==> config.mk <==
export PLATFORM = sky130hd
export DESIGN_NAME = gpio_int_selector
export DESIGN_NICKNAME = d
export VERILOG_FILES = /design/src/rtl/gis_pkg.sv /design/src/rtl/gis_regs.sv /design/src/rtl/gis_channel.sv /design/src/rtl/gpio_int_selector.sv
export SDC_FILE = /design/constraint.sdc
export NUM_CORES = 2
export LEC_CHECK = 0
export BUFFER_PORTS_ARGS = -buffer_cell sky130_fd_sc_hd__buf_4
export CELL_PAD_IN_SITES_DETAIL_PLACEMENT = 1
export CELL_PAD_IN_SITES_GLOBAL_PLACEMENT = 2
export CORE_UTILIZATION = 40
export DETAILED_ROUTE_END_ITERATION = 8
export PLACE_DENSITY_LB_ADDON = 0.05
export SLEW_MARGIN = 20
export SYNTH_ARGS = -nofsm -noshare
export SYNTH_HDL_FRONTEND = slang
export SYNTH_HIERARCHICAL = 1
export SYNTH_SLANG_ARGS = --single-unit
==> constraint.sdc <==
create_clock -name clk -period 4.25 [get_ports clk]
set_input_delay 0.2125 -clock clk [delete_from_list [all_inputs] [get_ports clk]]
set_output_delay 0.2125 -clock clk [all_outputs]
set_load 0.02 [all_outputs]
==> src/rtl/gis_pkg.sv <==
package gis_pkg;

  typedef enum logic [1:0] {
    SNS_RISE = 2'd0,
    SNS_FALL = 2'd1,
    SNS_HIGH = 2'd2,
    SNS_LOW  = 2'd3
  } sense_e;

  localparam logic [7:0] ADR_STATUS = 8'h20;
  localparam logic [7:0] ADR_SENSE0 = 8'h24;
  localparam logic [7:0] ADR_SEL0   = 8'h30;
  localparam int         SRC_W      = 7;
  localparam int         LANES_SEL  = 4;
  localparam int         LANES_SNS  = 16;

  function automatic logic [7:0] sel_reg_addr(input int ch);
    return ADR_SEL0 + 8'(4 * (ch / LANES_SEL));
  endfunction

  function automatic logic [7:0] sns_reg_addr(input int ch);
    return ADR_SENSE0 + 8'(4 * (ch / LANES_SNS));
  endfunction

  function automatic int sel_lane(input int ch);
    return 8 * (ch % LANES_SEL);
  endfunction

  function automatic int sns_lane(input int ch);
    return 2 * (ch % LANES_SNS);
  endfunction

  // armed = 0 masks the edge modes for one cycle after reconfiguration
  function automatic logic detect(input sense_e s, input logic cur,
                                  input logic prev, input logic armed);
    case (s)
      SNS_RISE: return armed & cur & ~prev;
      SNS_FALL: return armed & ~cur & prev;
      SNS_HIGH: return cur;
      default:  return ~cur;
    endcase
  endfunction

endpackage

==> src/rtl/gis_regs.sv <==
module gis_regs
  import gis_pkg::*;
#(
  parameter int N_CH = 32
) (
  input  logic                 clk,
  input  logic                 rst_n,
  input  logic                 we,
  input  logic [7:0]           addr,
  input  logic [31:0]          wdata,
  input  logic [N_CH-1:0]      status,
  output logic [31:0]          rdata,
  output logic [SRC_W-1:0]     src_idx [N_CH],
  output logic [N_CH-1:0]      en,
  output sense_e               sense   [N_CH],
  output logic [N_CH-1:0]      reload
);

  logic [7:0] sel_q [N_CH];
  logic [1:0] sns_q [N_CH];

  always_ff @(posedge clk) begin
    for (int ch = 0; ch < N_CH; ch++) begin
      if (!rst_n) begin
        sel_q[ch]  <= '0;
        sns_q[ch]  <= '0;
        reload[ch] <= 1'b0;
      end else begin
        if (we && addr == sel_reg_addr(ch)) begin
          sel_q[ch]  <= wdata[sel_lane(ch) +: 8];
          reload[ch] <= (wdata[sel_lane(ch) +: 8] != sel_q[ch]);
        end else begin
          reload[ch] <= 1'b0;
        end
        if (we && addr == sns_reg_addr(ch))
          sns_q[ch] <= wdata[sns_lane(ch) +: 2];
      end
    end
  end

  always_comb begin
    for (int ch = 0; ch < N_CH; ch++) begin
      src_idx[ch] = sel_q[ch][SRC_W-1:0];
      en[ch]      = sel_q[ch][7];
      sense[ch]   = sense_e'(sns_q[ch]);
    end
  end

  always_comb begin
    rdata = '0;
    if (addr == ADR_STATUS) rdata[N_CH-1:0] = status;
    for (int ch = 0; ch < N_CH; ch++) begin
      if (addr == sel_reg_addr(ch)) rdata[sel_lane(ch) +: 8] = sel_q[ch];
      if (addr == sns_reg_addr(ch)) rdata[sns_lane(ch) +: 2] = sns_q[ch];
    end
  end

endmodule

==> src/rtl/gis_channel.sv <==
module gis_channel
  import gis_pkg::*;
#(
  parameter int N_SRC = 96
) (
  input  logic              clk,
  input  logic              rst_n,
  input  logic [N_SRC-1:0]  gpio,
  input  logic [SRC_W-1:0]  src_idx,
  input  logic              en,
  input  sense_e            sense,
  input  logic              reload,
  input  logic              clr_we,
  input  logic              clr_keep,
  output logic              status,
  output logic              event_o
);

  localparam int SPAN = 2 ** SRC_W;

  logic [SPAN-1:0] padded;
  logic            cur;
  logic            prev_q;

  generate
    if (N_SRC < SPAN) begin : g_pad
      assign padded = {{(SPAN - N_SRC){1'b0}}, gpio};
    end else begin : g_full
      assign padded = gpio[SPAN-1:0];
    end
  endgenerate

  assign cur     = padded[src_idx];
  assign event_o = en & detect(sense, cur, prev_q, ~reload);

  always_ff @(posedge clk) begin
    if (!rst_n) begin
      prev_q <= 1'b0;
      status <= 1'b0;
    end else begin
      prev_q <= cur;
      if (event_o)
        status <= 1'b1;
      else if (clr_we && !clr_keep)
        status <= 1'b0;
    end
  end

endmodule

==> src/rtl/gpio_int_selector.sv <==
module gpio_int_selector
  import gis_pkg::*;
#(
  parameter int N_CH  = 32,
  parameter int N_SRC = 96
) (
  input  logic              clk,
  input  logic              rst_n,
  input  logic              bus_we,
  input  logic [7:0]        bus_addr,
  input  logic [31:0]       bus_wdata,
  output logic [31:0]       bus_rdata,
  input  logic [N_SRC-1:0]  gpio_in,
  output logic [N_CH-1:0]   irq_out
);

  logic [SRC_W-1:0] src_idx [N_CH];
  sense_e           sense   [N_CH];
  logic [N_CH-1:0]  ch_en;
  logic [N_CH-1:0]  ch_reload;
  logic [N_CH-1:0]  ch_event;
  logic [N_CH-1:0]  ch_edge;
  logic [N_CH-1:0]  status;
  logic             clr_we;

  assign clr_we  = bus_we && (bus_addr == ADR_STATUS);
  assign irq_out = status;

  gis_regs #(.N_CH(N_CH)) u_regs (
    .clk     (clk),
    .rst_n   (rst_n),
    .we      (bus_we),
    .addr    (bus_addr),
    .wdata   (bus_wdata),
    .status  (status),
    .rdata   (bus_rdata),
    .src_idx (src_idx),
    .en      (ch_en),
    .sense   (sense),
    .reload  (ch_reload)
  );

  generate
    for (genvar c = 0; c < N_CH; c++) begin : g_ch
      assign ch_edge[c] = (sense[c] == SNS_RISE) || (sense[c] == SNS_FALL);
      gis_channel #(.N_SRC(N_SRC)) u_ch (
        .clk      (clk),
        .rst_n    (rst_n),
        .gpio     (gpio_in),
        .src_idx  (src_idx[c]),
        .en       (ch_en[c]),
        .sense    (sense[c]),
        .reload   (ch_reload[c]),
        .clr_we   (clr_we),
        .clr_keep (bus_wdata[c]),
        .status   (status[c]),
        .event_o  (ch_event[c])
      );
    end
  endgenerate

endmodule

==> impl_results.md <==
* Outcome: complete, no violations
* Final setup viols at 0
* Skew-Pair Late Insertion Delay at around 0.60 ns
* Max Fanout on Critical Path at 11
* Crit path arrival time at 3.25 ns
* I/O Pins at 203
* Final nets at 4,777
* Mapped Area at 52,800 um^2
* Reg area at 11,500 um^2
* Final Cycle Share at between 80% and 90%
* Final Critical Period at about 3.5 ns
* Final hold vios at 0
* Postcts setup bufs at 0
* Fillcell total at 14,000
* Area grow syn2layout at 6.07%
* Core Rows at 132
* Layout cells sized above 1 at ~22%
* Final TNS setup at 0 ns
* Die area at 133,000 um^2
* Num CTS Buffers at between 40 and 50
* CORE AREA at 130,000 um^2
* Vias per Instance at 7.69
* Vias at 49,500
* CP required at slightly above 4 ns
* Die Y-Extent at 365 um
* CTS tree: yes
* H-tree Lvls at 2
* Clock Path Buffers at 3
* Commonest non-fill, non-tap cells in the layout: mux2i_1, mux4_2, buf_4
* Area of the multi-input gates at around 38,000 um^2
* Largest net degree at the start of global routing at 60
* WL final at 300,000 um
* Pre-CTS WS at 0.998 ns
* Post-DP HPWL at about 180,000 um
* Worst slew margin at 18.9%
* Syn Area/Cell at between 10 and 15 um^2
* CTS resizes at 0
* PwrDens at about 260 nW/um^2
* Post-Syn Nets at 4,870
* Yosys warns at 6
* Critical path endpoint category: output port
* GRT Residual Overflow at 0
* IR drop worst, VDD at 0.000297 V
* Core Util, Final at 43.0%
* Residual DRC at 0
* Fin Clk Skew at between 0.02 and 0.03 ns
* GRT Resource Usage Total at approximately 44%
* RSZ-0062 raised after global routing: false
* Leak at around 0.022 uW
* DRT Pass-1 Iters at 8
* Die Span X at 365 um
* DR iter-0 viols at between 7,000 and 8,000
* Max Slew Vio Count at 0
* First-pass GRT wire length at a little over 400,000 um
* Worst slew pin tran at 1.22 ns
* Crit start category: register
* Initial antenna violation count at 34
* Initial Utilization at about 41%
* Number of global-route vias before repair at ~47,000
* PortBufs at 202
* Routed len/inst at 46.6 um
* Root buf cell: clkbuf_16
* Worst hold path type: in2reg
* CTS Hold Buffers Added at 0
* Final worst slack at 0.784 ns
* Clock sink count at 416
* Maxcap violations at 0
* Gpl congestion at about 0.94
* Highest Clock Rate at 288 MHz
* Clk pin slew, worst setup/hold paths at 0.07 ns
* Worst Setup Path Type: reg2out
* Antenna Nets Post-Route at 0
* Most common cell after layout, fill and taps aside: mux2i_1
* Cells after Synth at 4,731
==> layout make-up <==
| class | instances | area share (%) |
|---|---|---|
| Multi-Input combinational cell | 3721 | 67.1 |
| Sequential cell | 416 | 20.6 |
| Timing Repair Buffer | 385 | 5.50 |
| Tap cell | 1742 | 3.89 |
| Clock buffer | 53 | 2.01 |
| Inverter | 73 | 0.489 |
| Clock inverter | 23 | 0.364 |
| Antenna cell | 16 | 0.0715 |
==> per-layer routing <==
metal	GRT usage (%)	vias up	wire, um
li1	-	18700	-
met1	57.4	25600	115000
met2	62.7	4147	124000
met3	15.2	1032	40500
met4	25.0	12	20100
met5	0.109	-	77
==> worst max-delay path: stages (launching register included) <==
cell and delay (ns):
edfxtp_1 0.99, buf_4 0.33, mux2i_1 0.17, o32ai_1 0.26, nand2_1 0.10, a31oi_1 0.18
a2bb2oi_1 0.40, buf_4 0.23
==> through the flow <==
stage / std cells / area, um^2 / total power [uW] / hold slack, ns
finish: 6429 / 56000 / 14300 / 0.0933
global route: 6415 / 56000 / 14500 / 0.110
CTS: 6401 / 55700 / 14000 / 0.0981
detailed placement: 6325 / 54400 / 10300 / 0.695
global placement: 6325 / 54400 / 10200 / 0.685
floorplan: 4731 / 52800 / 8140 / 0.334
==> report_power, final <==
| group | total [uW] | switching (uW) | internal, uW |
|---|---|---|---|
| Clock | 3820 | 1750 | 2060 |
| Sequential | 5460 | 843 | 4620 |
| Combinational | 5020 | 2930 | 2080 |
| Total | 14300 | 5530 | 8760 |
==> path summary, 6_finish.rpt <==
path / startpoint / endpoint / slack, ns / cells after the start
min: rst_n / g_ch[26].u_ch/prev_q / 0.09 / 2
max: u_regs/sel_q[0][72] / bus_rdata[8] / 0.78 / 7
min reg2reg: u_regs/sns_q[2][4] / g_ch[10].u_ch/status / 0.72 / 3
max reg2reg: u_regs/sel_q[0][18] / g_ch[2].u_ch/status / 1.04 / 7
==> registers in the layout, indices dropped and copies added, names as in the netlist <==
name	flops
u_regs/reload	32
u_regs/sns_q	64
u_regs/sel_q	256
g_ch.u_ch/prev_q	32
g_ch.u_ch/status	32
Note: power is estimated with default switching activity, not from simulation.
